File: src/rtl/clkdiv_pkg.sv
package clkdiv_pkg;
  localparam int unsigned DATA_W = 32;
  localparam int unsigned OFS_CTRL0 = 0;
  localparam int unsigned OFS_CTRL1 = 4;
  localparam int unsigned RUN_BIT = 10;
  localparam int unsigned ERR_BIT = 0;
  localparam int unsigned BUS_RST_CODE = 1;
  localparam int unsigned BUS_RST_RATIO = 2;
  localparam int unsigned DIRECT_RST_RATIO = 4;

  // lowest bit of a channel's field; each field is followed by its load bit
  function automatic int unsigned fld_lo(int unsigned ch, int unsigned fw);
    return 1 + ch * (fw + 1);
  endfunction

  function automatic int unsigned ld_pos(int unsigned ch, int unsigned fw);
    return fld_lo(ch, fw) + fw;
  endfunction

  function automatic logic [DATA_W-1:0] word0_mask(int unsigned n, int unsigned fw);
    logic [DATA_W-1:0] m;
    m = '0;
    for (int unsigned c = 0; c < n; c++)
      for (int unsigned b = 0; b <= fw; b++)
        m[fld_lo(c, fw) + b] = 1'b1;
    return m;
  endfunction

  function automatic logic [DATA_W-1:0] word0_reset(int unsigned n, int unsigned fw);
    logic [DATA_W-1:0] w;
    w = '0;
    for (int unsigned c = 0; c < n; c++)
      w = w | (DATA_W'((c == 0) ? BUS_RST_CODE : DIRECT_RST_RATIO) << fld_lo(c, fw));
    return w;
  endfunction
endpackage

File: src/rtl/clkdiv_decode.sv
module clkdiv_decode #(
  parameter int unsigned FIELD_W   = 6,
  parameter bit          USE_TABLE = 1'b0
) (
  input  logic [FIELD_W-1:0] code,
  output logic [FIELD_W-1:0] ratio,
  output logic               ok
);
  if (USE_TABLE) begin : g_table
    // permuted code-to-ratio map of the bus channel
    always_comb begin
      ok = 1'b1;
      case (code)
        FIELD_W'(1):  ratio = FIELD_W'(2);
        FIELD_W'(2):  ratio = FIELD_W'(1);
        FIELD_W'(3):  ratio = FIELD_W'(3);
        FIELD_W'(4):  ratio = FIELD_W'(4);
        FIELD_W'(5):  ratio = FIELD_W'(6);
        FIELD_W'(6):  ratio = FIELD_W'(5);
        FIELD_W'(7):  ratio = FIELD_W'(7);
        FIELD_W'(8):  ratio = FIELD_W'(8);
        FIELD_W'(9):  ratio = FIELD_W'(10);
        FIELD_W'(10): ratio = FIELD_W'(9);
        default: begin
          ratio = '0;
          ok    = 1'b0;
        end
      endcase
    end
  end else begin : g_direct
    // field is the ratio; zero is rejected
    assign ratio = code;
    assign ok    = (code != '0);
  end
endmodule

File: src/rtl/clkdiv_chan.sv
module clkdiv_chan #(
  parameter int unsigned FIELD_W   = 6,
  parameter int unsigned RST_RATIO = 4
) (
  input  logic               clk,
  input  logic               rst_n,
  input  logic               run,
  input  logic               commit,
  input  logic [FIELD_W-1:0] new_ratio,
  input  logic               new_ok,
  output logic               ce,
  output logic [FIELD_W-1:0] ratio,
  output logic               bad
);
  logic [FIELD_W-1:0] cnt_q;
  logic [FIELD_W-1:0] ratio_q;
  logic [FIELD_W-1:0] pend_q;
  logic               pend_v_q;
  logic               tc;

  assign tc = run && (cnt_q == ratio_q - FIELD_W'(1));

  always_ff @(posedge clk or negedge rst_n) begin
    if (!rst_n) begin
      cnt_q    <= '0;
      ratio_q  <= FIELD_W'(RST_RATIO);
      pend_q   <= '0;
      pend_v_q <= 1'b0;
    end else begin
      if (!run || tc) cnt_q <= '0;
      else            cnt_q <= cnt_q + FIELD_W'(1);
      // a staged ratio is adopted only at the end of a whole period
      if (tc && pend_v_q) ratio_q <= pend_q;
      if (commit && new_ok) begin
        pend_q   <= new_ratio;
        pend_v_q <= 1'b1;
      end else if (tc) begin
        pend_v_q <= 1'b0;
      end
    end
  end

  assign ce    = tc;
  assign ratio = ratio_q;
  assign bad   = commit && !new_ok;
endmodule

File: src/rtl/clkdiv_regs.sv
module clkdiv_regs
  import clkdiv_pkg::*;
#(
  parameter int unsigned N_CH    = 4,
  parameter int unsigned FIELD_W = 6,
  parameter int unsigned ADDR_W  = 3
) (
  input  logic                            clk,
  input  logic                            rst_n,
  input  logic                            we,
  input  logic [ADDR_W-1:0]               addr,
  input  logic [DATA_W-1:0]               wdata,
  input  logic                            bad_commit,
  output logic [DATA_W-1:0]               rdata,
  output logic                            run,
  output logic                            err,
  output logic [N_CH-1:0][FIELD_W-1:0]    field,
  output logic [N_CH-1:0]                 ld_rise
);
  localparam logic [DATA_W-1:0] W0_MASK = word0_mask(N_CH, FIELD_W);
  localparam logic [DATA_W-1:0] W0_RST  = word0_reset(N_CH, FIELD_W);
  localparam logic [ADDR_W-1:0] A_CTRL0 = ADDR_W'(OFS_CTRL0);
  localparam logic [ADDR_W-1:0] A_CTRL1 = ADDR_W'(OFS_CTRL1);

  logic [DATA_W-1:0] ctrl0_q;
  logic [N_CH-1:0]   ld_now;
  logic [N_CH-1:0]   ld_prev_q;
  logic              sel0;
  logic              sel1;

  assign sel0 = (addr == A_CTRL0);
  assign sel1 = (addr == A_CTRL1);

  always_ff @(posedge clk or negedge rst_n) begin
    if (!rst_n) begin
      ctrl0_q   <= W0_RST;
      run       <= 1'b0;
      err       <= 1'b0;
      ld_prev_q <= '0;
    end else begin
      if (we && sel0) ctrl0_q <= wdata & W0_MASK;
      if (we && sel1) run <= wdata[RUN_BIT];
      if (bad_commit) err <= 1'b1;
      ld_prev_q <= ld_now;
    end
  end

  for (genvar ch = 0; ch < N_CH; ch++) begin : g_ch
    localparam int unsigned LO = fld_lo(ch, FIELD_W);
    localparam int unsigned LD = ld_pos(ch, FIELD_W);
    assign field[ch]   = ctrl0_q[LO +: FIELD_W];
    assign ld_now[ch]  = ctrl0_q[LD];
    assign ld_rise[ch] = ld_now[ch] & ~ld_prev_q[ch] & run;
  end

  always_comb begin
    rdata = '0;
    if (sel0) begin
      rdata = ctrl0_q;
    end else if (sel1) begin
      rdata[RUN_BIT] = run;
      rdata[ERR_BIT] = err;
    end
  end
endmodule

File: src/rtl/clkdiv_unit.sv
module clkdiv_unit
  import clkdiv_pkg::*;
#(
  parameter int unsigned N_CH    = 4,
  parameter int unsigned FIELD_W = 6,
  parameter int unsigned ADDR_W  = 3
) (
  input  logic              clk,
  input  logic              rst_n,
  input  logic              reg_we,
  input  logic [ADDR_W-1:0] reg_addr,
  input  logic [31:0]       reg_wdata,
  output logic [31:0]       reg_rdata,
  output logic [N_CH-1:0]   div_ce
);
  logic                         run_q;
  logic                         err_q;
  logic [N_CH-1:0][FIELD_W-1:0] field;
  logic [N_CH-1:0]              ld_rise;
  logic [N_CH-1:0][FIELD_W-1:0] dec_ratio;
  logic [N_CH-1:0]              dec_ok;
  logic [N_CH-1:0][FIELD_W-1:0] act_ratio;
  logic [N_CH-1:0]              bad_vec;
  logic                         bad_any;

  assign bad_any = |bad_vec;

  clkdiv_regs #(.N_CH(N_CH), .FIELD_W(FIELD_W), .ADDR_W(ADDR_W)) u_regs (
    .clk(clk), .rst_n(rst_n), .we(reg_we), .addr(reg_addr), .wdata(reg_wdata),
    .bad_commit(bad_any), .rdata(reg_rdata), .run(run_q), .err(err_q),
    .field(field), .ld_rise(ld_rise)
  );

  for (genvar ch = 0; ch < N_CH; ch++) begin : g_ch
    localparam bit          IS_BUS = (ch == 0);
    localparam int unsigned RST_R  = IS_BUS ? BUS_RST_RATIO : DIRECT_RST_RATIO;

    clkdiv_decode #(.FIELD_W(FIELD_W), .USE_TABLE(IS_BUS)) u_dec (
      .code(field[ch]), .ratio(dec_ratio[ch]), .ok(dec_ok[ch])
    );

    clkdiv_chan #(.FIELD_W(FIELD_W), .RST_RATIO(RST_R)) u_chan (
      .clk(clk), .rst_n(rst_n), .run(run_q), .commit(ld_rise[ch]),
      .new_ratio(dec_ratio[ch]), .new_ok(dec_ok[ch]),
      .ce(div_ce[ch]), .ratio(act_ratio[ch]), .bad(bad_vec[ch])
    );
  end
endmodule

File: config.mk
export PLATFORM = sky130hd
export DESIGN_NAME = clkdiv_unit
export DESIGN_NICKNAME = d
export VERILOG_FILES = /design/src/rtl/clkdiv_pkg.sv /design/src/rtl/clkdiv_decode.sv /design/src/rtl/clkdiv_chan.sv /design/src/rtl/clkdiv_regs.sv /design/src/rtl/clkdiv_unit.sv
export SDC_FILE = /design/constraint.sdc
export NUM_CORES = 1
export LEC_CHECK = 0
export ABC_AREA = 1
export ABC_CLOCK_PERIOD_IN_PS = 1600
export BUFFER_PORTS_ARGS = -buffer_cell sky130_fd_sc_hd__buf_2
export CAP_MARGIN = 20
export CORE_MARGIN = 1
export CORE_UTILIZATION = 45
export DETAILED_ROUTE_END_ITERATION = 8
export PLACE_DENSITY = 0.74
export SKIP_CTS_REPAIR_TIMING = 1
export SKIP_LAST_GASP = 1
export SLEW_MARGIN = 20
export SYNTH_ARGS = -nofsm -noshare
export SYNTH_HDL_FRONTEND = slang
export SYNTH_SLANG_ARGS = --single-unit
File: constraint.sdc
create_clock -name clk -period 1.6 [get_ports clk]
set_input_delay 0 -clock clk [delete_from_list [all_inputs] [get_ports clk]]
set_output_delay 0 -clock clk [all_outputs]
set_load 0.01 [all_outputs]
After elaboration in Yosys (flattened, before gate mapping):

Cells that the tools add are included.

* bits of input ports: 38
* memory bits (read-only): 0
* latch bits: 0
* RAM bits: 0
* bits in registers: 110
* word-level logic and storage cells: 112
* output and inout port bits: 36
* memories: 0

* equality and inequality tests: 15
* order comparisons: 0
* shift-type cells: 0
* divide/modulo/power cells: 0
* bitwise operators: 12
* $add $sub $neg: 8
* reduce and logical (&&, ||, !) cells: 37
* multipliers: 0
* muxes and demuxes: 20

Operator list (count)
* $pmux W4 S10: 1
* $add A6 B1 Y6 const B: 4
* $eq A6 B3 Y1 const B: 4
* $eq A6 B6 Y1: 4
* $mux W6: 4
* $sub A6 B1 Y6 const B: 4
* $eq A6 B4 Y1 const B: 3
* $logic_and A1 B1 Y1: 18
* $mux W18: 1
* $reduce_bool A6 Y1: 3
* $mux W1: 13
* $eq A6 B2 Y1 const B: 2
* $reduce_or A10 Y1: 1
* $mux W9: 1
* $and A1 B1 Y1: 8
* $reduce_bool A2 Y1: 4
* $eq A6 B1 Y1 const B: 1
* $logic_not A1 Y1: 5
* $logic_or A1 B1 Y1: 4
* $not A1 Y1: 4
* $reduce_or A4 Y1: 1
* $eq A3 B3 Y1 const B: 1
* $logic_not A3 Y1: 1

Logic depth before layout (Yosys ltp):

* depth in word-level cells: 6
* depth in mapped cells: 12
* depth with buffers taken out: 12

By module:

Synthesis repeated with hierarchy kept, for this count alone.

* cells, all modules: 823
* area total of the unflattened synthesis: 6407.4 µm²

Modules (own cells, without submodules)
* clkdiv_chan: cells an instance 132, area an instance 1053.5 µm², times used 4, sequential area each 476.7 µm²
* clkdiv_regs: cells an instance 232, area an instance 1855.5 µm², times used 1, sequential area each 855.8 µm²
* clkdiv_decode (g_ch[1].u_dec ...): cells an instance 10, area an instance 61.3 µm², times used 3, sequential area each 0.0 µm²
* clkdiv_decode (g_ch[0].u_dec): cells an instance 30, area an instance 142.6 µm², times used 1, sequential area each 0.0 µm²
* clkdiv_unit: cells an instance 3, area an instance 11.3 µm², times used 1, sequential area each 0.0 µm²

Worst setup path before layout:

Ideal clock, no wire load.

* path type: register to register
* from: reg g_ch[0].u_chan.ratio_q[1]
* to: reg g_ch[0].u_chan.ratio_q[0]
* setup time: 0.065 ns
* buffers on the path: 0
* clock period less this slack: 1.676 ns
* cell stages (with the launch flop): 11
* setup slack: -0.076 ns
* data required time: 1.535 ns
* arrival: 1.611 ns
* cell sequence: dfstp_2 -> inv_1 -> ha_1 -> xnor2_1 -> nor2_1 -> nand3_1 -> nor2_1 -> nand2_1 -> nor2_2 -> nand3_1 -> nand2_1

* word-level cells in the longest chain between the ends: 4

Ends and longest elaborated chain
* from (decl): line clkdiv_chan.sv:16 `logic [FIELD_W-1:0] ratio_q;`
* from (signal assigned): line clkdiv_chan.sv:26 `ratio_q <= FIELD_W'(RST_RATIO);`
* from (signal assigned): line clkdiv_chan.sv:33 `if (tc && pend_v_q) ratio_q <= pend_q;`
* $sub A6 B1 Y6: line clkdiv_chan.sv:21 `assign tc = run && (cnt_q == ratio_q - FIELD_W'(1));`
* $eq A6 B6 Y1: line clkdiv_chan.sv:21
* $logic_and A1 B1 Y1: line clkdiv_chan.sv:21
* net g_ch[0].u_chan.ce: line clkdiv_chan.sv:11 `output logic ce,`
* $logic_and A1 B1 Y1: line clkdiv_chan.sv:33

The timed path passes the listed nets, and every way through them passes these cells.
A chain may end at the register's enable or synchronous reset.

Worst setup path in the final report:

* from: reg g_ch[0].u_chan.ratio_q[1]
* to: out div_ce[0]

* word-level cells in the longest chain between the ends: 3

Ends and longest elaborated chain
* $sub A6 B1 Y6: line clkdiv_chan.sv:21
* $eq A6 B6 Y1: line clkdiv_chan.sv:21
* $logic_and A1 B1 Y1: line clkdiv_chan.sv:21
* to (decl): line clkdiv_unit.sv:14 `output logic [N_CH-1:0] div_ce`

No other way between the ends.

==> results.sh <==
export IMPL_synth_distinct_cells=38
export IMPL_cp_required_ps=1600
export IMPL_die_y_um=112
export IMPL_synth_area_um2=5460
export IMPL_cts_root_buffer="clkbuf_16"
export IMPL_peakVddDrop_mv=0.588
export IMPL_tns_ps=-8410
export IMPL_synth_area_per_cell_um2=7.80
export IMPL_rsz0062_at_grt="true"
export IMPL_relSlewSlack=0.633
export IMPL_power_total_uw=6890
export IMPL_synth_top_area_share=0.449
export IMPL_vias=4880
export IMPL_cts_buffer_depth=2
export IMPL_hold_class="input port to register"
export IMPL_layout_setup_ws_ps=-386
export IMPL_drtPass1Iterations=7
export IMPL_crit_path_start="g_ch[0].u_chan.ratio[1]"
export IMPL_clk_pin_slew_ps=80
export IMPL_cts_buffers=9
export IMPL_fp_coreArea_um2=11600
export IMPL_finalNetCount=873
export IMPL_die_area_um2=12600
export IMPL_cts_sinks=106
export IMPL_ant_nets=0
export IMPL_die_x_um=112
export IMPL_num_antenna_cells=0
export IMPL_timing_rr_end="g_ch[0].u_chan.ratio[0]"
export IMPL_worst_slew_pin_slew_ps=550
export IMPL_cp_end_kind="output port"
export IMPL_grt_pass1_wl_mm=20.0
export IMPL_finalMaxSlewViolations=0
export IMPL_setup_viol=53
export IMPL_post_dp_cell_area_um2=6060
export IMPL_endpoint="div_ce[0]"
export IMPL_syn2layout_area_growth_pct=28.6
export IMPL_fin_worst_skew_ps=11.7
export IMPL_grt_usage=0.197
export IMPL_globalplace_congestion=0.866
export IMPL_syn_inst=700
export IMPL_synth_seq_cells=106
export IMPL_drv_cap=0
export IMPL_outcome="finished with violations"
export IMPL_power_density_nw_per_um2=980
export IMPL_drtIter0Drc=290
export IMPL_n_fill_cell=977
export IMPL_crit_arrival_ps=1990
export IMPL_crit_fanout=3
export IMPL_cts_tree="yes"
export IMPL_grt_max_degree=56
export IMPL_synthTopCellsByArea="dfrtp_1 (45%), nand2_1 (12%), nor2_1 (7.6%), nand3_1 (5.8%), inv_1 (5.7%)"
export IMPL_io_buffers=66
export IMPL_post_route_min_period_ps=1990
export IMPL_p_leak_uw=0.00365
export IMPL_reg2reg_depth=11
export IMPL_grt_pass1_vias=4385
export IMPL_seqCellArea_um2=2660
export IMPL_multi_input_area_um2=2520
export IMPL_timing_final_crit_share=1.24
export IMPL_grt_antenna_before_repair=0
export IMPL_wl_mm=12.8
export IMPL_drive_gt1_frac=0.243
export IMPL_r2r_slack_ps=-250
export IMPL_ys_warn_count=0
export IMPL_crit_type="register to output port"
export IMPL_synth_seq_area_share=0.487
export IMPL_cp_start_kind="register"
export IMPL_whs_ps=-14.4
export IMPL_initial_core_util=0.470
export IMPL_violations="design-rule violations, negative hold slack, negative setup slack"
export IMPL_r2r_start="g_ch[0].u_chan.ratio[1]"
export IMPL_insertion_delay_ps=340
export IMPL_synth_area_leader_cell="dfrtp_1"
export IMPL_rows=39
export IMPL_cts_htree_levels=3
export IMPL_drcViolationCount=1
export IMPL_post_route_util=0.605
export IMPL_vias_per_cell=5.01
export IMPL_fmax_ghz=0.504
export IMPL_hold_violations=1
export IMPL_io_pins=74
export IMPL_design_area_um2=7020
export IMPL_grt_overflow_total=0
export IMPL_wl_per_cell_um=13.2
export IMPL_dp_hpwl_mm=8.40
==> placed cells by master (no fill, tap or decap), drive strengths merged <==
| cell type | instances |
|---|---|
| a211oi | 1 |
| a21oi | 28 |
| a31oi | 2 |
| buf | 109 |
| bufinv | 1 |
| clkbuf | 10 |
| clkinv | 2 |
| clkinvlp | 1 |
| conb | 3 |
| dfrtp | 98 |
| dfstp | 8 |
| dlygate4sd3 | 29 |
| ha | 8 |
| inv | 89 |
| nand2 | 182 |
| nand2b | 1 |
| nand3 | 65 |
| nand3b | 1 |
| nand4 | 16 |
| nor2 | 120 |
| nor3 | 8 |
| nor4 | 2 |
| o21ai | 26 |
| o22ai | 1 |
| o31ai | 1 |
| or2 | 1 |
| xnor2 | 7 |
| xor2 | 12 |
==> cell type report <==
class,count,area share
clock buffer,10,0.0340
clock inverter,6,0.0103
inverter,87,0.0465
multi-input combinational,485,0.359
sequential,106,0.379
tap,143,0.0255
timing repair buffer,138,0.146
==> synthesized netlist by cell type, drive strengths merged <==
| library cell | instances |
|---|---|
| a211oi | 1 |
| a21oi | 28 |
| a31oi | 2 |
| buf | 15 |
| clkbuf | 9 |
| conb | 1 |
| dfrtp | 98 |
| dfstp | 8 |
| ha | 8 |
| inv | 87 |
| nand2 | 182 |
| nand2b | 1 |
| nand3 | 65 |
| nand3b | 1 |
| nand4 | 16 |
| nor2 | 120 |
| nor3 | 8 |
| nor4 | 2 |
| o21ai | 26 |
| o22ai | 1 |
| o31ai | 1 |
| or2 | 1 |
| xnor2 | 7 |
| xor2 | 12 |
==> report_power, final <==
group	switching (µW)	internal, µW
Sequential	356	3160
Clock	1010	1270
Combinational	660	427
Total	2020	4860
==> worst max-delay path: stages (launching register included) <==
cell and delay [ps]:
dfstp_2 540, inv_2 50, ha_4 210, xnor2_2 130, nor2_1 130, nand3_1 100, nor2_2 130, nand2_2 100
nor2_4 140, buf_6 120
==> metrics by stage <==
stage / setup WS, ps / cells
2_1_floorplan: -73.9 / 702
3_3_place_gp: -134 / 909
3_5_place_dp: -168 / 909
4_1_cts: -546 / 925
5_1_grt: -437 / 975
6_report: -386 / 975
==> sequential cells by signal, summed over array words and instances, names as in the netlist <==
register,flops
g_ch.u_chan.cnt_q,24
u_regs.run,1
u_regs.ld_prev_q,4
u_regs.ctrl0_q,28
u_regs.err,1
g_ch.u_chan.pend_q,22
g_ch.u_chan.ratio,22
g_ch.u_chan.pend_v_q,4
==> cells by family (layout without fill, tap and decap cells) <==
| logic type | count (synthesis) | in the layout | share of synthesized area |
|---|---|---|---|
| other | 1 | 3 | 0.000686 |
| AND/OR/NAND/NOR | 396 | 396 | 0.321 |
| XOR/XNOR | 19 | 19 | 0.0332 |
| buffers and inverters | 111 | 241 | 0.0834 |
| adder cells (fa/ha/maj) | 8 | 8 | 0.0183 |
| AO/OA/AOI/OAI | 59 | 59 | 0.0563 |
| flip-flops | 106 | 106 | 0.487 |
==> worst min path at each step <==
stage                                   end    from  cells after the start  slack, ps
floorplan           g_ch[0].u_chan.cnt_q[0]   rst_n                      0       -300
detailed placement  g_ch[3].u_chan.ratio[0]   rst_n                      1        -40
global route              u_regs.ctrl0_q[6]  reg_we                      4         40
finish                    u_regs.ctrl0_q[6]  reg_we                      4        -10
global placement    g_ch[3].u_chan.ratio[0]   rst_n                      1        -30
CTS                 g_ch[3].u_chan.ratio[0]   rst_n                      1       -400
==> per-layer routing <==
metal	GRT usage	wire length (µm)	vias to the layer above	share of wire
li1	-	-	2455	-
met1	0.258	5710	2277	0.44
met2	0.330	6410	131	0.50
met3	0.0259	519	17	0.040
met4	0.0853	204	0	0.016
met5	0	0	-	0
No activity file was read; power rests on OpenSTA's default activity.
